--- src/rtl/sdma_pkg.sv ---
package sdma_pkg;
  localparam int BYTE_W = 8;

  typedef enum logic [2:0] {
    SEL_RX_PTR = 3'd0,
    SEL_RX_CNT = 3'd1,
    SEL_TX_PTR = 3'd2,
    SEL_TX_CNT = 3'd3,
    SEL_CTRL   = 3'd4,
    SEL_MATCH  = 3'd5,
    SEL_PEND   = 3'd6
  } cfg_sel_e;

  localparam int CTRL_RX_EN  = 0;
  localparam int CTRL_TX_EN  = 1;
  localparam int CTRL_SRC    = 2;
  localparam int CTRL_SEARCH = 3;

  typedef enum logic [1:0] {
    TX_IDLE,
    TX_WAIT,
    TX_FETCH,
    TX_PUSH
  } tx_st_e;
endpackage

--- src/rtl/sdma_rx_chan.sv ---
module sdma_rx_chan
  import sdma_pkg::*;
#(
  parameter int AW = 16,
  parameter int CW = 8
) (
  input  logic              clk,
  input  logic              rst_n,
  input  logic              ld_ptr,
  input  logic              ld_cnt,
  input  logic [AW-1:0]     ld_val,
  input  logic              en_wr,
  input  logic              en_val,
  input  logic              eob_clr,
  input  logic              search_en,
  input  logic [BYTE_W-1:0] match_char,
  input  logic              rx_valid,
  input  logic [BYTE_W-1:0] rx_data,
  output logic              rx_ready,
  input  logic              err_line,
  input  logic              err_ovr,
  input  logic              buf_rd,
  output logic              req,
  output logic [BYTE_W-1:0] wdata,
  input  logic              ack,
  output logic [AW-1:0]     ptr,
  output logic [CW-1:0]     cnt,
  output logic              en,
  output logic              eob,
  output logic              halt,
  output logic              byte_irq
);
  logic              hold_v;
  logic [BYTE_W-1:0] hold_d;
  logic              need_rd, rd_seen;
  logic              err_any, take, is_match, last;

  assign err_any  = err_line | err_ovr;
  assign rx_ready = !en || (!halt && !hold_v && !err_any);
  assign take     = rx_valid && rx_ready;
  assign is_match = search_en && (rx_data == match_char);
  assign last     = (cnt == CW'(1));
  assign req      = hold_v;
  assign wdata    = hold_d;
  assign byte_irq = take && !en;

  always_ff @(posedge clk or negedge rst_n) begin
    if (!rst_n) begin
      hold_v  <= 1'b0;
      hold_d  <= '0;
      ptr     <= '0;
      cnt     <= '0;
      en      <= 1'b0;
      eob     <= 1'b0;
      halt    <= 1'b0;
      need_rd <= 1'b0;
      rd_seen <= 1'b0;
    end else begin
      if (ack) begin
        hold_v <= 1'b0;
        ptr    <= ptr + AW'(1);
        cnt    <= cnt - CW'(1);
      end else begin
        if (ld_ptr && !en) ptr <= ld_val;
        if (ld_cnt && !en) cnt <= ld_val[CW-1:0];
      end
      if (take && en && !is_match) begin
        hold_v <= 1'b1;
        hold_d <= rx_data;
      end
      if (ack && last)  en <= 1'b0;
      else if (en_wr)   en <= en_val && (cnt != '0);
      if (ack && last)  eob <= 1'b1;
      else if (eob_clr) eob <= 1'b0;
      if (!halt) begin
        if (en && err_any) begin
          halt    <= 1'b1;
          need_rd <= err_ovr;
          rd_seen <= 1'b0;
        end
      end else if (!err_any && (!need_rd || rd_seen || buf_rd)) begin
        halt    <= 1'b0;
        need_rd <= 1'b0;
        rd_seen <= 1'b0;
      end else begin
        if (err_ovr) need_rd <= 1'b1;
        if (buf_rd)  rd_seen <= 1'b1;
      end
    end
  end
endmodule

--- src/rtl/sdma_tx_chan.sv ---
module sdma_tx_chan
  import sdma_pkg::*;
#(
  parameter int AW = 16,
  parameter int CW = 8
) (
  input  logic              clk,
  input  logic              rst_n,
  input  logic              ld_ptr,
  input  logic              ld_cnt,
  input  logic [AW-1:0]     ld_val,
  input  logic              en_wr,
  input  logic              en_val,
  input  logic              eob_clr,
  input  logic              src_sel,
  input  logic              cpu_wr,
  input  logic              shf_empty,
  output logic              req,
  input  logic              ack,
  input  logic [BYTE_W-1:0] rdata,
  output logic [AW-1:0]     ptr,
  output logic [CW-1:0]     cnt,
  output logic              en,
  output logic              eob,
  output logic              txb_valid,
  output logic [BYTE_W-1:0] txb_data,
  input  logic              txb_ready,
  output logic              empty_irq
);
  tx_st_e st;
  logic   done, last;

  assign req       = (st == TX_FETCH);
  assign txb_valid = (st == TX_PUSH);
  assign done      = txb_valid && txb_ready;
  assign last      = (cnt == CW'(1));
  assign empty_irq = shf_empty && !en;

  always_ff @(posedge clk or negedge rst_n) begin
    if (!rst_n) begin
      st       <= TX_IDLE;
      ptr      <= '0;
      cnt      <= '0;
      en       <= 1'b0;
      eob      <= 1'b0;
      txb_data <= '0;
    end else begin
      if (done) begin
        ptr <= ptr + AW'(1);
        cnt <= cnt - CW'(1);
      end else begin
        if (ld_ptr && !en) ptr <= ld_val;
        if (ld_cnt && !en) cnt <= ld_val[CW-1:0];
      end
      if (done && last) en <= 1'b0;
      else if (en_wr)   en <= en_val && (cnt != '0);
      if (done && last) eob <= 1'b1;
      else if (eob_clr) eob <= 1'b0;
      case (st)
        TX_IDLE:  if (en && cpu_wr) st <= TX_WAIT;
        TX_WAIT: begin
          if (!en) st <= TX_IDLE;
          else if (shf_empty && !src_sel) st <= TX_FETCH;
        end
        TX_FETCH: if (ack) begin
          txb_data <= rdata;
          st       <= TX_PUSH;
        end
        TX_PUSH:  if (done) st <= last ? TX_IDLE : TX_WAIT;
        default:  st <= TX_IDLE;
      endcase
    end
  end
endmodule

--- src/rtl/sdma_arb.sv ---
module sdma_arb (
  input  logic clk,
  input  logic rst_n,
  input  logic rx_req,
  input  logic tx_req,
  input  logic mem_ack,
  output logic mem_req,
  output logic pick_tx,
  output logic rx_ack,
  output logic tx_ack
);
  logic lock, own_tx;

  assign pick_tx = lock ? own_tx : (tx_req && !rx_req);
  assign mem_req = pick_tx ? tx_req : rx_req;
  assign rx_ack  = mem_ack && mem_req && !pick_tx;
  assign tx_ack  = mem_ack && mem_req && pick_tx;

  always_ff @(posedge clk or negedge rst_n) begin
    if (!rst_n) begin
      lock   <= 1'b0;
      own_tx <= 1'b0;
    end else if (mem_req && !mem_ack) begin
      lock   <= 1'b1;
      own_tx <= pick_tx;
    end else if (mem_ack) begin
      lock   <= 1'b0;
    end
  end
endmodule

--- src/rtl/sdma_ctrl.sv ---
module sdma_ctrl
  import sdma_pkg::*;
#(
  parameter int AW = 16,
  parameter int CW = 8
) (
  input  logic              clk,
  input  logic              rst_n,
  input  logic              cfg_wr,
  input  logic [2:0]        cfg_sel,
  input  logic [AW-1:0]     cfg_wdata,
  input  logic              rx_valid,
  input  logic [BYTE_W-1:0] rx_data,
  output logic              rx_ready,
  input  logic              rx_err_line,
  input  logic              rx_err_ovr,
  input  logic              rxbuf_rd,
  input  logic              cpu_txbuf_wr,
  input  logic              tx_empty,
  output logic              txb_valid,
  output logic [BYTE_W-1:0] txb_data,
  input  logic              txb_ready,
  output logic              mem_req,
  output logic              mem_we,
  output logic [AW-1:0]     mem_addr,
  output logic [BYTE_W-1:0] mem_wdata,
  input  logic              mem_ack,
  input  logic [BYTE_W-1:0] mem_rdata,
  output logic              irq_rx_byte,
  output logic              irq_tx_empty,
  output logic              irq_rx_eob,
  output logic              irq_tx_eob,
  output logic              rx_on,
  output logic              tx_on,
  output logic              rx_halt,
  output logic [AW-1:0]     rx_ptr,
  output logic [CW-1:0]     rx_cnt,
  output logic [AW-1:0]     tx_ptr,
  output logic [CW-1:0]     tx_cnt
);
  logic              wr_ctrl, wr_pend;
  logic              src_sel, search_en;
  logic [BYTE_W-1:0] match_char;
  logic              rx_req_w, tx_req_w, rx_ack_w, tx_ack_w, pick_tx;

  assign wr_ctrl = cfg_wr && (cfg_sel == SEL_CTRL);
  assign wr_pend = cfg_wr && (cfg_sel == SEL_PEND);

  always_ff @(posedge clk or negedge rst_n) begin
    if (!rst_n) begin
      src_sel    <= 1'b0;
      search_en  <= 1'b0;
      match_char <= '0;
    end else begin
      if (wr_ctrl) begin
        src_sel   <= cfg_wdata[CTRL_SRC];
        search_en <= cfg_wdata[CTRL_SEARCH];
      end
      if (cfg_wr && (cfg_sel == SEL_MATCH)) match_char <= cfg_wdata[BYTE_W-1:0];
    end
  end

  sdma_rx_chan #(.AW(AW), .CW(CW)) u_rx (
    .clk(clk), .rst_n(rst_n),
    .ld_ptr(cfg_wr && (cfg_sel == SEL_RX_PTR)),
    .ld_cnt(cfg_wr && (cfg_sel == SEL_RX_CNT)),
    .ld_val(cfg_wdata),
    .en_wr(wr_ctrl), .en_val(cfg_wdata[CTRL_RX_EN]),
    .eob_clr(wr_pend && cfg_wdata[0]),
    .search_en(search_en), .match_char(match_char),
    .rx_valid(rx_valid), .rx_data(rx_data), .rx_ready(rx_ready),
    .err_line(rx_err_line), .err_ovr(rx_err_ovr), .buf_rd(rxbuf_rd),
    .req(rx_req_w), .wdata(mem_wdata), .ack(rx_ack_w),
    .ptr(rx_ptr), .cnt(rx_cnt), .en(rx_on), .eob(irq_rx_eob),
    .halt(rx_halt), .byte_irq(irq_rx_byte)
  );

  sdma_tx_chan #(.AW(AW), .CW(CW)) u_tx (
    .clk(clk), .rst_n(rst_n),
    .ld_ptr(cfg_wr && (cfg_sel == SEL_TX_PTR)),
    .ld_cnt(cfg_wr && (cfg_sel == SEL_TX_CNT)),
    .ld_val(cfg_wdata),
    .en_wr(wr_ctrl), .en_val(cfg_wdata[CTRL_TX_EN]),
    .eob_clr(wr_pend && cfg_wdata[1]),
    .src_sel(src_sel), .cpu_wr(cpu_txbuf_wr), .shf_empty(tx_empty),
    .req(tx_req_w), .ack(tx_ack_w), .rdata(mem_rdata),
    .ptr(tx_ptr), .cnt(tx_cnt), .en(tx_on), .eob(irq_tx_eob),
    .txb_valid(txb_valid), .txb_data(txb_data), .txb_ready(txb_ready),
    .empty_irq(irq_tx_empty)
  );

  sdma_arb u_arb (
    .clk(clk), .rst_n(rst_n),
    .rx_req(rx_req_w), .tx_req(tx_req_w), .mem_ack(mem_ack),
    .mem_req(mem_req), .pick_tx(pick_tx),
    .rx_ack(rx_ack_w), .tx_ack(tx_ack_w)
  );

  assign mem_we   = !pick_tx;
  assign mem_addr = pick_tx ? tx_ptr : rx_ptr;
endmodule

--- config.mk ---
export PLATFORM = sky130hd
export DESIGN_NAME = sdma_ctrl
export DESIGN_NICKNAME = d
export VERILOG_FILES = /design/src/rtl/sdma_pkg.sv /design/src/rtl/sdma_rx_chan.sv /design/src/rtl/sdma_tx_chan.sv /design/src/rtl/sdma_arb.sv /design/src/rtl/sdma_ctrl.sv
export SDC_FILE = /design/constraint.sdc
export NUM_CORES = 1
export LEC_CHECK = 0
export BUFFER_PORTS_ARGS = -buffer_cell sky130_fd_sc_hd__buf_4
export CORE_UTILIZATION = 40
export DETAILED_ROUTE_END_ITERATION = 6
export GPL_TIMING_DRIVEN = 0
export PLACE_DENSITY_LB_ADDON = 0.12
export SLEW_MARGIN = 20
export SYNTH_ARGS = -nofsm -noshare
export SYNTH_HDL_FRONTEND = slang
export SYNTH_SLANG_ARGS = --single-unit
--- constraint.sdc ---
create_clock -name clk -period 2.47 [get_ports clk]
set_input_delay 0.3705 -clock clk [delete_from_list [all_inputs] [get_ports clk]]
set_output_delay 0.3705 -clock clk [all_outputs]
set_load 0.05 [all_outputs]
Word level (Yosys, flattened, before mapping):

Index checks and enable logic that the tools add are counted.
Widths: inputs -> output; s select.

* word-level logic and storage cells: 151
* flip-flop bits (word level): 86
* output and inout port bits: 91
* bits of input ports: 46

* bitwise logic cells: 1
* reduce and logical (&&, ||, !) cells: 67
* equal/unequal tests: 18
* mux-type cells: 41
* add/sub/neg operators: 4

Operator list (number)
* $mux 16: 5
* $logic_and 1x1->1: 35
* $add 16x1->16 const B: 2
* $mux 8: 4
* $mux 1: 26
* $reduce_bool 2->1: 11
* $eq 8x1->1 const B: 2
* $reduce_bool 8->1: 2
* $sub 8x1->8 const B: 2
* $logic_not 1->1: 10
* $mux 2: 5
* $eq 3x3->1 const B: 3
* $ne 3x3->1 const B: 3
* $eq 8x8->1: 1
* $pmux 2 s4: 1
* $eq 3x2->1 const B: 2
* $reduce_and 2->1: 3
* $eq 2x2->1 const B: 2
* $ne 2x2->1 const B: 2
* $reduce_and 4->1: 1
* $eq 3x1->1 const B: 1
* $logic_not 3->1: 1
* $logic_or 1x1->1: 3
* $eq 2x1->1 const B: 1
* 3 further kinds: 3

Depth between registers and ports, before layout:

Gate-level depths: netlist (run 1).

* word-level depth: 8
* mapped depth: 7
* gate-level depth less buffers: 6

Cells and area by module:

A second synthesis (run 1) with hierarchy kept.

* cell total of the unflattened synthesis: 515
* area total of the unflattened synthesis: 5092.4 µm²

By module, submodules not included
* sdma_rx_chan: area each 2293.4 µm², cells an instance 236, instances 1
* sdma_tx_chan: area each 1990.7 µm², cells an instance 212, instances 1
* sdma_ctrl: area each 671.9 µm², cells an instance 50, instances 1
* sdma_arb: area each 136.4 µm², cells an instance 17, instances 1

Worst setup path after synthesis (run 1):

No wires, ideal clock.

* path type: register to output
* from: register u_tx.st[0]
* to: output mem_addr[2]
* required time: 2.099 ns
* slack: -0.148 ns
* cell stages (with the launch flop): 6
* arrival time: 2.247 ns
* path through: dfrtp_1 -> clkbuf_1 -> nor2b_1 -> a21oi_2 -> buf_2 -> o21ai_0

* word-level cells in the longest chain between the ends: 4

RTL lines
* start: declaration: line sdma_tx_chan.sv:30 `tx_st_e st;`
* start signal: assignment: line sdma_tx_chan.sv:69 `TX_PUSH: if (done) st <= last ? TX_IDLE : TX_WAIT;`
* $eq 2x2->1: line sdma_tx_chan.sv:33 `assign req = (st == TX_FETCH);`
* $logic_and 1x1->1: line sdma_arb.sv:14 `assign pick_tx = lock ? own_tx : (tx_req && !rx_req);`
* $mux 1: line sdma_arb.sv:14
* $mux 16: line sdma_ctrl.sv:100 `assign mem_addr = pick_tx ? tx_ptr : rx_ptr;`
* end: declaration: line sdma_ctrl.sv:25 `output logic [AW-1:0] mem_addr,`

No other way between the ends.

==> implementation parameters, run 1 <==
Parameter                              Value

Flow run
  Number of maximum-capacitance constraint violations ... 0

Setup path
  Endpoint of the lowest-slack register-to-register path ... u_rx.ptr[9]
  CP Depth ... 5
  Start of the worst register-to-register path ... u_rx.req
  Critical Path AT ... 1950 ps
  Maximum fanout along the worst path ... 10
  Crit Path Category ... flop to primary output
  Worst setup slack for register-to-register paths ... 300 ps
  Worst-case reg-to-reg path depth ... 5
  Critical path's top delay family ... flip-flops
  Cell with the largest stage delay on the worst path ... dfrtp_1
  Data required, critical path ... 2100 ps
  Launching element type of the critical path ... flop
  Cell chain of the critical path ... nor2b_1 -> a21oi_4 -> buf_2 -> mux2_2 -> buf_4
  Worst Setup End Kind ... primary output
  Critical path's largest stage delay ... 440 ps
  Destination of the critical timing path ... mem_addr[13]
  Count of buffering cells on the critical path with inverters included ... 2

Route
  Number of vias after detailed routing ... 4594
  Number of vias per cell ... 5.86
  First-pass DRT Iterations ... 7
  Post-DRT Antenna Nets ... 0
  DRC ... 4
  Initial detailed-routing violation count ... 321
  Drt wl/cell ... 19.5 um
  Total routed wirelength ... 15.3 mm

Timing
  Unrepaired setup endpoints after global routing ... false
  Upper clock frequency limit ... 432 MHz
  Slew headroom ... 40.6%
  Slew at the pin closest to its max-slew limit ... 886 ps
  Post-route fraction of the period consumed by the critical path ... 93.8%
  Clock period minus final worst setup slack ... 2320 ps
  Final slew viol count ... 0
  Fin Setup TNS ... 0 ps
  Final Skew ... 10.9 ps
  Hold violation count in the final report ... 0
  Final setup viols ... 0

Layout
  Fraction of final layout cells sized beyond drive strength 1 ... 33.2%
  Area growth from synthesis to layout ... 31.4%
  Commonest non-fill, non-tap cell in the layout ... buf_4
  Most frequent cells in the layout ... buf_4, dfrtp_1, mux2_2, nor2_1, o21ai_0
  Antenna diode instance count ... 0
  Final std cell area, no fill ... 0.00638 mm2
  Net total in the final layout ... 689
  Final cell count without fillers ... 784

Place
  Area after detailed placement ... 0.00605 mm2
  DPL Wire Length ... 11.2 mm
  Port buffer count ... 135
  RD Place Congestion ... 0.912
  Number of placed instances with taps included ... 768

Yosys
  Share of flip-flops with an asynchronous set or reset ... 100%
  Synthesized area ... 0.00486 mm2
  Mapped Cells ... 490
  Post-synth EDFFs ... 0
  Post-synthesis net count ... 543
  Count of cell types in the netlist ... 68
  Post-synthesis sequential area ratio ... 44.3%
  Synth Warn # ... 0
  Most used flip-flop cell after synthesis ... dfrtp_1
  Register bit total from synthesis ... 86
  Per-instance average area after synthesis ... 9.92 um2

Status
  Violated checks ... design-rule violations
  Outcome ... finished, violations left

Clock network
  Clock H-tree levels ... 3
  Insertion delay of the later-clocked pin in the worst-skew pair ... 360 ps
  CTS tree ... done
  Clock sink total ... 86
  Maximum buffer depth of the clock tree ... 2
  Root cell of the clock tree ... clkbuf_16
  Clock Pin Slew Worst Setup and Hold Paths ... 60 ps
  Quantity of hold-fixing buffers added after cts ... 0
  Total CTS buffers ... 9

Floorplan
  I/O Pins ... 137
  Die width ... 112 um
  Initial standard-cell utilization of the core ... 41.8%
  Floorplan row count ... 39
  Core region area ... 0.0116 mm2
  Die area ... 0.0126 mm2
  Chip Height ... 112 um

GRT
  Global routing usage summed across all routing layers ... 25.1%
  Global route overflow ... 0
  Vias in the first global route ... 4304
  Largest net degree at the start of global routing ... 87
  Antenna violations before repair ... 0
  Wire length of the first global-routing pass ... 24.1 mm

Worst hold path
  Class of the tightest hold or removal check ... input pin to async pin

Power and ir drop
  Cell area power density ... 1570 mW/mm2
  Leakage power figure ... 2.79 nW
  Maximum vdd drop ... 0.000897 V
==> metrics by stage <==
stage	hold WS (ps)	utilization, %	setup WS [ps]	total power, W
finish	85.2	55.0	154	0.0100
global route	150	55.0	56.5	0.0105
CTS	121	55.0	27.1	0.0100
detailed placement	471	52.1	59.4	0.00851
global placement	471	52.1	97.4	0.00842
floorplan	74.9	-	-148	0.00664
==> how the worst min path moves through the flow <==
stage | slack [ps] | cells after the start | to
6_report | 90 | 1 | u_tx.txb_data[3]
5_1_grt | 150 | 1 | u_tx.txb_data[1]
4_1_cts | 120 | 1 | u_tx.txb_data[3]
3_5_place_dp | 470 | 1 | u_rx.eob
3_3_place_gp | 470 | 1 | u_rx.eob
2_1_floorplan | 70 | 0 | async pin
==> cells by family (layout without fill, tap and decap cells) <==
logic type	count (synthesis)	in the layout	synth area share [%]
AND/OR/NAND/NOR	170	170	18.9
AO/OA/AOI/OAI	134	134	19.8
flip-flops	86	86	44.3
multiplexers	44	44	10.1
buffers and inverters	40	191	3.48
XOR/XNOR	9	9	1.62
adder cells (fa/ha/maj)	7	7	1.80
==> flip-flops by register name, summed over array words and instances (netlist names), 8 cells and up, named ones only <==
name	flops
u_rx.ptr	16
match_char	8
u_rx.wdata	8
u_tx.cnt	8
u_tx.txb_data	8
u_tx.ptr	16
u_rx.cnt	8
==> synthesized netlist by cell type (5+ instances only) <==
| cell | number | area, um2 |
|---|---|---|
| nand3_1 | 20 | 100 |
| and3_1 | 8 | 50.1 |
| dfrtp_1 | 86 | 2150 |
| a211oi_1 | 8 | 60.1 |
| nand2b_1 | 7 | 43.8 |
| nand4_1 | 9 | 56.3 |
| a22oi_1 | 6 | 45.0 |
| clkbuf_1 | 16 | 60.1 |
| nor3_1 | 16 | 80.1 |
| a221o_1 | 11 | 110 |
| a311oi_1 | 7 | 61.3 |
| inv_1 | 18 | 67.6 |
| nor2_1 | 36 | 135 |
| or4_1 | 6 | 45.0 |
| nand2_1 | 30 | 113 |
| ha_1 | 7 | 87.6 |
| nor4_1 | 10 | 62.6 |
| mux2_2 | 40 | 450 |
| nor2b_1 | 5 | 31.3 |
| o21ai_0 | 34 | 170 |
| xor2_1 | 7 | 61.3 |
| a21oi_1 | 23 | 115 |
==> power breakdown <==
part           leakage [nW]  switching, W  internal [W]
logic                  1.61       0.00393       0.00187
registers              1.02      0.000751       0.00197
clock network         0.157      0.000568      0.000911
==> final cells by class <==
type	instances	area, um2
Multi-Input combinational cell	364	2540
Clock inverter	4	70.1
Sequential cell	86	2150
Fill cell	1100	5230
Tap cell	143	179
Buffer	20	93.8
Inverter	19	71.3
Timing Repair Buffer	136	1020
Clock buffer	12	246
==> routing by layer <==
metal	track usage [%]	up-vias	share of wire, %
met5	0	-	0
met4	11.0	0	2.3
met3	4.43	26	6.5
met2	39.7	186	48
met1	34.0	2225	44
li1	-	2157	-
==> timing repair <==
| item | CTS | global route |
|---|---|---|
| setup endpoints to repair | 17 | 14 |
| gates resized for setup | 1 | 0 |
| hold endpoints to repair | 0 | 0 |
| setup buffers | 1 | 0 |
| pin swaps | 1 | 0 |
| gates cloned | 0 | 0 |
Note: power is estimated with default switching activity, not from simulation.
==> inputs of run 2 (changes only) <==
--- a/config.mk
+++ b/config.mk
@@ -6,7 +6,9 @@
 export NUM_CORES = 1
 export LEC_CHECK = 0
 export BUFFER_PORTS_ARGS = -buffer_cell sky130_fd_sc_hd__buf_4
-export CORE_UTILIZATION = 40
+export CELL_PAD_IN_SITES_DETAIL_PLACEMENT = 1
+export CELL_PAD_IN_SITES_GLOBAL_PLACEMENT = 2
+export CORE_UTILIZATION = 30
 export DETAILED_ROUTE_END_ITERATION = 6
 export GPL_TIMING_DRIVEN = 0
 export PLACE_DENSITY_LB_ADDON = 0.12
==> implementation parameters, run 2 (same netlist as run 1, synthesis figures left out) <==
Parameter                              Value

Floorplan
  Die width ... 129 um (+15%)
  I/O Pins ... 137 (unchanged)
  Chip Height ... 129 um (+15%)
  Initial standard-cell utilization of the core ... 30.7% (-11 points)
  Core region area ... 0.0158 mm2 (+36%)
  Floorplan row count ... 46 (+18%)
  Die area ... 0.0167 mm2 (+33%)

Layout
  Fraction of final layout cells sized beyond drive strength 1 ... 33.4% (+0.16 points)
  Net total in the final layout ... 689 (unchanged)
  Area growth from synthesis to layout ... 32.9%
  Final std cell area, no fill ... 0.00646 mm2 (+1.2%)
  Commonest non-fill, non-tap cell in the layout ... buf_4
  Antenna diode instance count ... 0 (unchanged)
  Most frequent cells in the layout ... buf_4, dfrtp_1, mux2_2, nor2_1, o21ai_0
  Largest regs ... u_rx.ptr x16, u_tx.ptr x16

Route
  Initial detailed-routing violation count ... 263 (-18%)
  Total routed wirelength ... 17.8 mm (+17%)
  Post-DRT Antenna Nets ... 0 (unchanged)
  DRC ... 0 (-4)
  Number of vias after detailed routing ... 4653 (+1.3%)
  Drt wl/cell ... 20.8 um (+6.8%)
  Number of vias per cell ... 5.43 (-7.3%)
  First-pass DRT Iterations ... 4 (-3)

Power and ir drop
  Switching power total ... 0.00539 W (+2.7%)
  Maximum vdd drop ... 0.000784 V (-13%)
  Clk network pwr share ... 14.1% (-0.7 points)
  Cell-internal power ... 0.00464 W (-2.4%)
  Cell area power density ... 1550 mW/mm2 (-0.87%)
  Power share of the combinational group ... 58.5% (+0.5 points)
  Power, Total ... 0.0100 W (+0.29%)
  Leakage power figure ... 2.78 nW (-0.42%)
  Share of total power in sequential cells ... 27.4% (+0.2 points)
  Switching share of total power ... 53.8% (+1.3 points)

GRT
  Global-route track usage on met3 ... 2.77% (-1.7 points)
  Vias in the first global route ... 4783 (+11%)
  Met2 demand-to-capacity share in global routing ... 35.8% (-3.9 points)
  Wire length of the first global-routing pass ... 27.7 mm (+15%)
  Antenna violations before repair ... 0 (unchanged)
  Global routing usage summed across all routing layers ... 22.2% (-2.9 points)
  Most crowded layer after global routing ... met2
  Global route overflow ... 0 (unchanged)
  Met1 global-route usage ... 30.6% (-3.4 points)
  Largest net degree at the start of global routing ... 87 (unchanged)

Timing
  Clock period minus final worst setup slack ... 2370 ps (+54.6 ps)
  Upper clock frequency limit ... 422 MHz (-2.3%)
  Slew at the pin closest to its max-slew limit ... 948 ps (+61.7 ps)
  Minimum hold slack ... 107 ps (+21.6 ps)
  Hold violation count in the final report ... 0 (unchanged)
  Final setup viols ... 0 (unchanged)
  Final slew viol count ... 0 (unchanged)
  Slew headroom ... 36.5% (-4.1 points)
  Final Skew ... 7.13 ps (-3.74 ps)
  Unrepaired setup endpoints after global routing ... false
  Post-route fraction of the period consumed by the critical path ... 96.0% (+2.2 points)

Status
  Outcome ... finished clean

Setup path
  Worst Setup End Kind ... primary output
  Worst setup slack for register-to-register paths ... 240 ps (-60 ps)
  Count of buffering cells on the critical path with inverters included ... 2 (unchanged)
  Worst-case reg-to-reg path depth ... 5 (unchanged)
  Start of the worst register-to-register path ... u_rx.req
  Maximum fanout along the worst path ... 10 (unchanged)
  Critical Path AT ... 2000 ps (+50 ps)
  Cell chain of the critical path ... nor2b_1 -> a21oi_4 -> clkbuf_4 -> mux2_2 -> buf_4
  Launching element type of the critical path ... flop
  Crit Path Category ... flop to primary output
  Critical path's largest stage delay ... 460 ps (+20 ps)
  Cell with the largest stage delay on the worst path ... dfrtp_1
  Data required, critical path ... 2100 ps (about the same)
  CP Depth ... 5 (unchanged)
  Critical path's top delay family ... flip-flops

Worst hold path
  Class of the tightest hold or removal check ... input pin to async pin

Place
  RD Place Congestion ... 0.789 (-13%)
  Port buffer count ... 135 (unchanged)
  Area after detailed placement ... 0.00615 mm2 (+1.5%)
  DPL Wire Length ... 13.1 mm (+17%)

Flow run
  Number of maximum-capacitance constraint violations ... 0 (unchanged)

Clock network
  Total CTS buffers ... 9 (unchanged)
  Insertion delay of the later-clocked pin in the worst-skew pair ... 350 ps (about the same)
  Quantity of hold-fixing buffers added after cts ... 0 (unchanged)
  Clock Pin Slew Worst Setup and Hold Paths ... 70 ps (about the same)
  CTS tree ... done
  Root cell of the clock tree ... clkbuf_16
  Maximum buffer depth of the clock tree ... 2 (unchanged)
  Clock sink total ... 86 (unchanged)
  Clock H-tree levels ... 3 (unchanged)
-- run 2: worst register-to-register path: stages, from the launching register on --
cell and delay, ps:
dfrtp_1 470, a21boi_2 430, nand2_1 340, clkbuf_1 350, o311ai_0 400, nand3_1 110
-- run 2: path summary, 6_finish.rpt --
kind | end
max reg2reg | u_rx.ptr[7]
max | mem_addr[14]
min | u_tx.txb_data[5]
min in group clk | u_tx.txb_data[2]
min reg2reg | u_rx.eob
max in group asynchronous | u_tx.ptr[3]
-- run 2: area by class of cell --
cell class / instances / area, um2
Fill cell: 1850 / 9370
Timing Repair Buffer: 136 / 1020
Clock inverter: 6 / 68.8
Buffer: 20 / 96.3
Multi-Input combinational cell: 364 / 2540
Tap cell: 216 / 270
Inverter: 19 / 71.3
Sequential cell: 86 / 2150
Clock buffer: 10 / 229
-- run 2: through the flow --
| step | cells | setup WS [ps] | setup TNS, ps | util [%] |
|---|---|---|---|---|
| 3_5_place_dp | 841 | -81.5 | -390 | 38.8 |
| 3_3_place_gp | 841 | 6.31 | 0 | 38.8 |
| 4_1_cts | 857 | 58.7 | 0 | 40.8 |
| 2_1_floorplan | 490 | -148 | -296 | - |
| 6_report | 857 | 99.7 | 0 | 40.8 |
| 5_1_grt | 857 | 8.86 | 0 | 40.8 |
-- run 2: metal layers --
metal,share of wire (%),wire [um],up-vias
li1,-,-,2162
met1,47,8300,2374
met2,48,8640,101
met3,3.7,655,16
met4,1.3,238,0
met5,0,0,-
-- run 2: power by group through the flow --
stage          clock network [W]  registers (W)  logic, W
2_1_floorplan                  0        0.00422   0.00242
3_3_place_gp                   0        0.00272   0.00579
3_5_place_dp                   0        0.00275   0.00587
4_1_cts                  0.00145        0.00274   0.00591
5_1_grt                  0.00151        0.00286   0.00620
6_report                 0.00142        0.00275   0.00587
-- run 2: timing repair --
item                       in CTS  in global routing
gates resized for setup         1                  1
setup buffers                   1                  0
pin swaps                       1                  0
setup endpoints to repair      17                  2
